--- config.mk ---
export PLATFORM = sky130hd
export DESIGN_NAME = lcd_sync_gen
export DESIGN_NICKNAME = d
export VERILOG_FILES = /design/src/rtl/lcd_sync_pkg.sv /design/src/rtl/lcd_sync_regs.sv /design/src/rtl/lcd_sync_pix_ctr.sv /design/src/rtl/lcd_sync_frame_ctr.sv /design/src/rtl/lcd_sync_gen.sv
export SDC_FILE = /design/constraint.sdc
export NUM_CORES = 1
export LEC_CHECK = 0
export ABC_CLOCK_PERIOD_IN_PS = 3000
export BUFFER_PORTS_ARGS = -buffer_cell sky130_fd_sc_hd__buf_2
export CAP_MARGIN = 20
export CORE_MARGIN = 10
export CORE_UTILIZATION = 55
export CTS_BUF_LIST = sky130_fd_sc_hd__clkbuf_4 sky130_fd_sc_hd__clkbuf_8 sky130_fd_sc_hd__clkbuf_16
export DETAILED_ROUTE_END_ITERATION = 10
export PLACE_DENSITY = 0.72
export REMOVE_ABC_BUFFERS = 1
export SYNTH_ARGS = -nofsm -noshare
export SYNTH_HDL_FRONTEND = slang
export SYNTH_SLANG_ARGS = --single-unit
export TNS_END_PERCENT = 50
--- constraint.sdc ---
create_clock -name clk -period 3 [get_ports clk]
set_input_delay 0.6 -clock clk [delete_from_list [all_inputs] [get_ports clk]]
set_output_delay 0.6 -clock clk [all_outputs]
set_load 0.02 [all_outputs]
--- src/rtl/lcd_sync_pkg.sv ---
// Package lcd_sync_pkg
// Shared widths, register addresses, the configuration record and the
// reset configuration of the frame sync generator.
// Assumes byte-wide register data and a line length field wider than a byte.
package lcd_sync_pkg;

    localparam int DATA_W = 8;
    localparam int LH_W   = 16;
    localparam int LV_W   = 10;
    localparam int WC_W   = 2;

    localparam int REG_LINE_LO  = 0;
    localparam int REG_LINE_HI  = 1;
    localparam int REG_FRAME_LO = 2;
    localparam int REG_FRAME_HI = 3;
    localparam int REG_CTRL     = 4;

    // Control byte bit positions
    localparam int CB_PIX_POL  = 7;
    localparam int CB_HS_POL   = 6;
    localparam int CB_VS_POL   = 5;
    localparam int CB_LOAD_POL = 4;

    typedef struct packed {
        logic [LH_W-1:0] line_last;
        logic [LV_W-1:0] frame_last;
        logic [WC_W-1:0] vs_code;
        logic            pix_pol;
        logic            hs_pol;
        logic            vs_pol;
        logic            load_pol;
    } sync_cfg_t;

    localparam sync_cfg_t CFG_RESET = '{
        line_last:  '0,
        frame_last: '0,
        vs_code:    '0,
        pix_pol:    1'b1,
        hs_pol:     1'b0,
        vs_pol:     1'b1,
        load_pol:   1'b0
    };

    // Width code to line count; the reserved code falls back to one line
    function automatic logic [WC_W-1:0] vs_lines(input logic [WC_W-1:0] code);
        if (code == '1) return WC_W'(1);
        return code + WC_W'(1);
    endfunction

endpackage

--- src/rtl/lcd_sync_regs.sv ---
// Module lcd_sync_regs
// Holds the written register file and the copy that is active for the current
// frame. The active copy loads only when load is high (the last pixel of a
// frame), so a frame never sees a partial update.
// Assumes ADDR_W is wide enough to hold address 4 and that writes are single cycle.
module lcd_sync_regs
    import lcd_sync_pkg::*;
#(
    parameter int ADDR_W = 3
) (
    input  logic              clk,
    input  logic              rst_n,
    input  logic              wr_en,
    input  logic [ADDR_W-1:0] wr_addr,
    input  logic [DATA_W-1:0] wr_data,
    input  logic              load,
    output sync_cfg_t         act_cfg
);

    localparam int LH_HI_W = LH_W - DATA_W;
    localparam int LV_HI_W = LV_W - DATA_W;

    sync_cfg_t live_q;
    sync_cfg_t act_q;
    logic      hit_unmapped;

    // Decode a write that lands outside the register map
    always_comb begin
        hit_unmapped = wr_en && (wr_addr > ADDR_W'(REG_CTRL));
    end

    // Capture software writes into the live register file
    always_ff @(posedge clk) begin
        if (!rst_n) begin
            live_q <= CFG_RESET;
        end else if (wr_en) begin
            if (wr_addr == ADDR_W'(REG_LINE_LO)) begin
                live_q.line_last[DATA_W-1:0] <= wr_data;
            end else if (wr_addr == ADDR_W'(REG_LINE_HI)) begin
                live_q.line_last[LH_W-1:DATA_W] <= wr_data[LH_HI_W-1:0];
            end else if (wr_addr == ADDR_W'(REG_FRAME_LO)) begin
                live_q.frame_last[DATA_W-1:0] <= wr_data;
            end else if (wr_addr == ADDR_W'(REG_FRAME_HI)) begin
                live_q.frame_last[LV_W-1:DATA_W] <= wr_data[LV_HI_W-1:0];
            end else if (wr_addr == ADDR_W'(REG_CTRL)) begin
                live_q.pix_pol  <= wr_data[CB_PIX_POL];
                live_q.hs_pol   <= wr_data[CB_HS_POL];
                live_q.vs_pol   <= wr_data[CB_VS_POL];
                live_q.load_pol <= wr_data[CB_LOAD_POL];
                live_q.vs_code  <= wr_data[WC_W-1:0];
            end
        end
    end

    // Transfer the live settings to the active copy at a frame boundary
    always_ff @(posedge clk) begin
        if (!rst_n) begin
            act_q <= CFG_RESET;
        end else if (load) begin
            act_q <= live_q;
        end
    end

    always_comb begin
        act_cfg = act_q;
    end

    // a write outside the map leaves the register file untouched
    p_unmapped_ignored_r10: assert property (@(posedge clk) disable iff (!rst_n)
        hit_unmapped |=> $stable(live_q));

    // address 3 keeps only its two low data bits
    p_frame_hi_bits_r2: assert property (@(posedge clk) disable iff (!rst_n)
        (wr_en && wr_addr == ADDR_W'(REG_FRAME_HI))
        |=> (live_q.frame_last[LV_W-1:DATA_W] == $past(wr_data[LV_HI_W-1:0])));

endmodule

--- src/rtl/lcd_sync_pix_ctr.sv ---
// Module lcd_sync_pix_ctr
// Counts pixel enables within a line, from 0 to last_idx, then wraps.
// Flags the first pixel period of a line and the enable that closes the line.
// Assumes last_idx changes only while the count is 0 (frame boundary).
module lcd_sync_pix_ctr #(
    parameter int CNT_W = 16
) (
    input  logic             clk,
    input  logic             rst_n,
    input  logic             pix_en,
    input  logic [CNT_W-1:0] last_idx,
    output logic             line_start,
    output logic             line_end
);

    logic [CNT_W-1:0] cnt_q;
    logic             at_last;

    // Compare the count with the programmed last pixel index
    always_comb begin
        at_last    = (cnt_q == last_idx);
        line_start = (cnt_q == '0);
        line_end   = pix_en && at_last;
    end

    // Advance the pixel position once per pixel enable
    always_ff @(posedge clk) begin
        if (!rst_n) begin
            cnt_q <= '0;
        end else if (pix_en) begin
            cnt_q <= at_last ? '0 : cnt_q + CNT_W'(1);
        end
    end

    // the position never passes the programmed line length
    p_pix_bound_r3: assert property (@(posedge clk) disable iff (!rst_n)
        cnt_q <= last_idx);

    // without a pixel enable the position holds
    p_pix_hold_r9: assert property (@(posedge clk) disable iff (!rst_n)
        !pix_en |=> $stable(cnt_q));

endmodule

--- src/rtl/lcd_sync_frame_ctr.sv ---
// Module lcd_sync_frame_ctr
// Counts lines within a frame, from 0 to last_idx, advancing once per line.
// Decodes the vertical strobe as the first vs_width lines of the frame.
// Assumes adv pulses for one cycle at the end of each line.
module lcd_sync_frame_ctr #(
    parameter int CNT_W = 10,
    parameter int WID_W = 2
) (
    input  logic             clk,
    input  logic             rst_n,
    input  logic             adv,
    input  logic [CNT_W-1:0] last_idx,
    input  logic [WID_W-1:0] vs_width,
    output logic             frame_end,
    output logic             vs_act
);

    logic [CNT_W-1:0] idx_q;

    // Decode the frame end and the vertical strobe window
    always_comb begin
        frame_end = adv && (idx_q == last_idx);
        vs_act    = (idx_q < CNT_W'(vs_width));
    end

    // Advance the line index at each line end
    always_ff @(posedge clk) begin
        if (!rst_n) begin
            idx_q <= '0;
        end else if (adv) begin
            idx_q <= (idx_q == last_idx) ? '0 : idx_q + CNT_W'(1);
        end
    end

    // the line index never passes the programmed frame length
    p_line_bound_r4: assert property (@(posedge clk) disable iff (!rst_n)
        idx_q <= last_idx);

    // line 0 always carries the vertical strobe
    p_vs_first_line_r4: assert property (@(posedge clk) disable iff (!rst_n)
        (idx_q == '0) |-> vs_act);

    // no width code reaches a fourth line
    p_vs_width_r5: assert property (@(posedge clk) disable iff (!rst_n)
        (idx_q >= CNT_W'(3)) |-> !vs_act);

endmodule

--- src/rtl/lcd_sync_gen.sv ---
// Module lcd_sync_gen
// Top level of the frame sync generator. It joins the register file, the
// pixel counter and the line counter, and applies the phase bits of the
// active configuration to the strobes.
// Assumes pix_en is a single-cycle enable at pixel rate. The outputs are
// decoded from flops and should be registered by the pad logic.
module lcd_sync_gen
    import lcd_sync_pkg::*;
#(
    parameter int ADDR_W = 3
) (
    input  logic              clk,
    input  logic              rst_n,
    input  logic              pix_en,
    input  logic              wr_en,
    input  logic [ADDR_W-1:0] wr_addr,
    input  logic [DATA_W-1:0] wr_data,
    output logic              hsync,
    output logic              vsync,
    output logic              pix_pol,
    output logic              load_pol
);

    sync_cfg_t       cfg;
    logic            line_start;
    logic            line_end;
    logic            frame_end;
    logic            vs_act;
    logic [WC_W-1:0] vs_width;

    lcd_sync_regs #(
        .ADDR_W (ADDR_W)
    ) i_regs (
        .clk     (clk),
        .rst_n   (rst_n),
        .wr_en   (wr_en),
        .wr_addr (wr_addr),
        .wr_data (wr_data),
        .load    (frame_end),
        .act_cfg (cfg)
    );

    lcd_sync_pix_ctr #(
        .CNT_W (LH_W)
    ) i_pix_ctr (
        .clk        (clk),
        .rst_n      (rst_n),
        .pix_en     (pix_en),
        .last_idx   (cfg.line_last),
        .line_start (line_start),
        .line_end   (line_end)
    );

    // Translate the width code into a line count
    always_comb begin
        vs_width = vs_lines(cfg.vs_code);
    end

    lcd_sync_frame_ctr #(
        .CNT_W (LV_W),
        .WID_W (WC_W)
    ) i_frame_ctr (
        .clk       (clk),
        .rst_n     (rst_n),
        .adv       (line_end),
        .last_idx  (cfg.frame_last),
        .vs_width  (vs_width),
        .frame_end (frame_end),
        .vs_act    (vs_act)
    );

    // Apply the active phase bits to the strobes
    always_comb begin
        hsync    = line_start ^ cfg.hs_pol;
        vsync    = vs_act ^ cfg.vs_pol;
        pix_pol  = cfg.pix_pol;
        load_pol = cfg.load_pol;
    end

    // the active configuration changes only after a frame end
    p_cfg_at_frame_r8: assert property (@(posedge clk) disable iff (!rst_n)
        (cfg != $past(cfg)) |-> $past(frame_end));

    // the vertical strobe starts together with a horizontal strobe
    p_vs_with_hs_r4: assert property (@(posedge clk) disable iff (!rst_n)
        $rose(vs_act) |-> line_start);

    // the horizontal strobe lasts one pixel period when a line is longer than one
    p_hs_single_r3: assert property (@(posedge clk) disable iff (!rst_n)
        (line_start && pix_en && cfg.line_last != '0) |=> !line_start);

endmodule

# Yosys cells after proc, flatten, opt, wreduce, memory -nomap -nowiden
# Cells that the tools add are included.
# classes
n_addsub	3
order_cmp	1
eq_ne	7
n_mux	5
n_bitwise	6
reduce_logical	9
# op_table
cell	n
adder 16 x 1 -> 16 bit (second input constant)	1
== test 16 bit	1
zero test 16 bit	1
2-to-1 mux 16 bit	1
adder 10 x 1 -> 10 bit (second input constant)	1
== test 10 bit	1
less-than comparator 10 x 2 -> 1 bit	1
2-to-1 mux 10 bit	1
== test 3 x 2 -> 1 bit (second input constant)	2
AND reduction 6 bit	1
AND reduction 5 bit	1
2-to-1 mux 2 bit	2
NOT 1 bit	4
AND reduction 4 bit	1
== test 3 x 1 -> 1 bit (second input constant)	1
== test 3 bit (second input constant)	1
zero test 3 bit	1
AND reduction 3 bit	1
adder 2 x 1 -> 2 bit (second input constant)	1
== test 2 bit (second input constant)	1
logical AND 1 bit	2
AND reduction 2 bit	1
bitwise XOR 1 bit	2
2-to-1 mux 1 bit	1
# totals
register_bits	90
input_bits	15
output_inout_bits	4

# Longest topological paths before layout
# depth
ltp_word	5
depth_mapped	7
mapped_depth_nobuf	6

# Cells and area by module
# A second synthesis with hierarchy kept.
# unflattened
hier_cells	411
area_unflattened_um2	4073.9
# by_module_without_submodules
mod	instances	cells_each	area_per_inst_um2	seq_area_each_um2
lcd_sync_regs	1	224	2453.6	1281.2
lcd_sync_pix_ctr	1	111	952.2	320.3
lcd_sync_frame_ctr	1	70	626.9	200.2
lcd_sync_gen	1	6	41.3	0.0

# Worst setup path before layout
# OpenSTA, ideal clock, no wires.
# synth_timing
path_kind	flip-flop to flip-flop
start	register i_pix_ctr.cnt_q[9]
end	register i_regs.act_q, in the netlist i_regs.act_cfg[0]
setup_ns	0.072
t_arrival_ns	2.382
path_slack_ns	0.546
path_stages_with_launch	8
path_buffers	2
cell_sequence	dfxtp_1 -> xor2_1 -> or4_1 -> or4_1 -> buf_2 -> nor3_4 -> buf_8 -> mux2i_1
# synth_via
elab_chain_cells	3
# synth_rtl
element	line	rtl
from (decl)	lcd_sync_pix_ctr.sv:16	logic [CNT_W-1:0] cnt_q;
from (signal assigned)	lcd_sync_pix_ctr.sv:31	cnt_q <= at_last ? '0 : cnt_q + CNT_W'(1);
== test 16 bit	lcd_sync_pix_ctr.sv:21	at_last = (cnt_q == last_idx);
logical AND 1 bit	lcd_sync_pix_ctr.sv:23	line_end = pix_en && at_last;
logical AND 1 bit	lcd_sync_frame_ctr.sv:22	frame_end = adv && (idx_q == last_idx);
to (signal assigned)	lcd_sync_regs.sv:60	act_q <= live_q;
to (decl)	lcd_sync_regs.sv:24	sync_cfg_t act_q;
# No other way between the ends.
# A chain may end at the register's enable or synchronous reset.

# Worst setup path after layout
# layout_timing
start	register i_pix_ctr.cnt_q[11]
end	register i_regs.act_q, in the netlist i_regs.act_cfg[23]
# The elaborated chain is that of the path after synthesis.

==> results by group <==
Outcome
  – Status: finished, final reports clean

Floorplanning
  – Site Rows: 31
  – Die Ht: between 100 and 150 µm
  – Die width: approximately 110 µm
  – Starting Density: around 57%
  – Die footprint: 11500 µm²
  – Core Region: 7330 µm²
  – I/O pin count: 19

Global routing
  – Global-route wire length before repair: between 10000 and 15000 µm
  – Met1 Use GR: 19.9%
  – GRT overflow: 0
  – Number of global-route vias before repair: 3004
  – GR Layer Usage met2: a little under a quarter
  – Initial antenna violation count: 0
  – Largest net degree at the start of global routing: 40
  – Grt met3 use: ~4.5%
  – Gr usage total: 15.2%
  – GRT busiest layer: met2

Clock tree
  – Clk pin slew, worst setup/hold paths: ~0.10 ns
  – CTS tree: done
  – Clock latency on the worst-skew pair: between 0.3 and 0.4 ns
  – CTS buffer count: 9
  – Htree depth: 3
  – Root buffer cell: clkbuf_8
  – Deepest clock path buffer count: 2
  – CTS resizes: 0
  – Post CTS Setup Buffer Count: 0
  – Hold-fix buffers at CTS: 0
  – # clock sinks: 90

Placed design
  – Final GP Congestion: between 0.8 and 0.9
  – Port Buf Inserts: 18
  – Post-DP HPWL: a little over 6000 µm
  – Pre-CTS WS: ~0.42 ns
  – Placed cells: about 590

Logic synthesis
  – Synth top area share: between 40% and 50%
  – Yosys top cell by area: dfxtp_1
  – Post-synth cell types: 39
  – Seq cells post-synth: 90
  – Top_reg_cell synth: dfxtp_1
  – Syn_area_per_cell: around 8.6 µm²
  – Yosys warns: 0
  – Post-synth EDFFs: 0
  – Synth top area cells: dfxtp_1 (43%), nand2_1 (13%), mux2i_1 (8.3%), xor2_1 (5.6%), a21boi_0 (5.5%)
  – Async set-reset flop share out of synthesis: 0%
  – Mapped Cells: roughly 500
  – Area of the mapped netlist: 4200 µm²
  – Register area share after synthesis: about 43%

STA
  – Final Hold Viols: 0
  – Worst Setup Slack, final: between 0.3 and 0.4 ns
  – Fmax: 383 MHz
  – Slew of the pin with the lowest slew margin: around 0.56 ns
  – Period utilization: ~87%
  – Fin crit period: approximately 2.6 ns
  – RSZ-0062 raised after global routing: no
  – Layout Skew: roughly 0.012 ns
  – Rel. slew slack: ~62%
  – Max Slew Vio Count: 0
  – Final setup viols: 0

Cells and area
  – Fin cells: 603
  – Fillcell total: about 640
  – Multi-input gate area: approximately 2200 µm²
  – Antenna Cells: 0
  – Area delta synth->final: 8.08%
  – Share of layout cells above drive strength 1: 8.73%
  – Storage element area: 1800 µm²
  – Final #Nets: between 500 and 600

Critical path
  – Crit path cell chain: xor2_1 -> or4_1 -> or4_1 -> nor3_4 -> buf_12 -> mux2i_1
  – Crit path kind: register to register
  – CP dominant cell by count: or4_1
  – CP max stage delay: approximately 0.69 ns
  – CP Capture Type: register
  – Worst EP required: around 3.3 ns
  – CP startpoint kind: register
  – R2R Setup Slk: 0.39 ns
  – Critical path arrival: around 2.9 ns
  – CP max stage cell: or4_1
  – Crit-path max FO: 32

Drt
  – Vias per cell: approximately 5.3
  – Drc violations: 0
  – Final WL: about 8400 µm
  – Via count: between 3000 and 4000
  – TritonRoute pass-1 iters: 4
  – ANT nets after route: 0
  – Initial DRC Count: approximately 140
  – Wirelength per Cell: about 14 µm

Pwr
  – Static Leak: 0.00174 µW
  – Pwr Density: between 500 and 600 nW/µm²
  – VDD IR max: between 0.3 and 0.4 mV

Run
  – Max cap viols: 0

Hold path
  – Hold crit path type: register to register
==> Yosys cell counts (3+ instances only) <==
| master | n |
|---|---|
| nand2b_1 | 4 |
| dfxtp_1 | 90 |
| o22ai_1 | 3 |
| a21boi_0 | 31 |
| nor3_1 | 5 |
| xor2_1 | 27 |
| nand3_1 | 14 |
| nor2_1 | 25 |
| o32ai_1 | 4 |
| and3_1 | 5 |
| ha_1 | 5 |
| clkbuf_1 | 19 |
| nand3b_1 | 3 |
| nor2b_1 | 7 |
| a211oi_1 | 6 |
| buf_8 | 3 |
| mux2i_1 | 35 |
| nor4_1 | 7 |
| inv_1 | 4 |
| buf_2 | 3 |
| xnor2_1 | 16 |
| o21ai_0 | 3 |
| nand4_1 | 9 |
| nand2_1 | 141 |
==> final cells by class <==
class | instances | area share [%]
clock buffers | 10 | 2.90
clock inverters | 6 | 1.65
inverters | 4 | 0.331
multi-input cells | 371 | 49.6
flip-flops and latches | 90 | 39.7
well taps | 99 | 2.73
repair buffers | 23 | 3.09
==> flip-flops by register name, summed over array words and instances, names as in the netlist <==
register           flops
i_regs.act_cfg        32
i_pix_ctr.cnt_q       16
i_frame_ctr.idx_q     10
i_regs.live_q         32
==> final timing paths <==
path,end,cells past startpoint,start
worst max register to register,i_regs.act_cfg[23],6,i_pix_ctr.cnt_q[11]
worst max-delay path,i_regs.act_cfg[23],6,i_pix_ctr.cnt_q[11]
worst min register to register,i_regs.act_cfg[0],2,i_regs.live_q[0]
worst min-delay path,i_regs.act_cfg[0],2,i_regs.live_q[0]
==> through the flow <==
stage          instance area [µm²]  utilization, %  total power (µW)  TNS, ns  hold slack [ns]
3_5_place_dp                  4330            59.1              1540        0            0.454
5_1_grt                       4540            61.9              2460        0            0.485
6_report                      4540            61.9              2360        0            0.463
4_1_cts                       4540            61.9              2390        0            0.464
2_1_floorplan                 4070               -              1440    -5.85            0.435
3_3_place_gp                  4330            59.1              1530        0            0.443
==> metal layers <==
layer / share of wire, % / wire (µm)
met2: 45 / 3800
met1: 49 / 4120
met3: 4.8 / 402
met5: 0 / 0
met4: 1.2 / 97
==> report_power, final <==
part           switching, µW  internal (µW)
Sequential              14.0           1210
Clock                    447            406
Combinational            168            114
==> critical path: cells and delay by family, from the launching register on <==
family | cells | cell delay, ns
XOR/XNOR | 1 | 0.19
buffers and inverters | 1 | 0.28
flip-flops | 1 | 0.38
multiplexers | 1 | 0.22
AND/OR/NAND/NOR | 3 | 1.47
==> layout by cell type (no fill, tap or decap), drive strengths merged, types with 7 or more instances in the layout <==
| master | instances |
|---|---|
| dfxtp | 90 |
| nand2 | 141 |
| clkbuf | 10 |
| nand3 | 14 |
| xor2 | 27 |
| xnor2 | 16 |
| nor2 | 25 |
| nor4 | 7 |
| mux2i | 35 |
| nor2b | 7 |
| buf | 23 |
| a21boi | 31 |
| nand4 | 9 |
==> kinds of logic after synthesis <==
group,count (synthesis),synth area share (%)
xor+xnor,43,8.97
mux,35,8.35
simple gates,237,25.8
buf+inv,29,3.49
compound gates,51,8.94
fa+ha+maj,5,1.49
flops,90,42.9
Note: power is estimated with default switching activity, not from simulation.
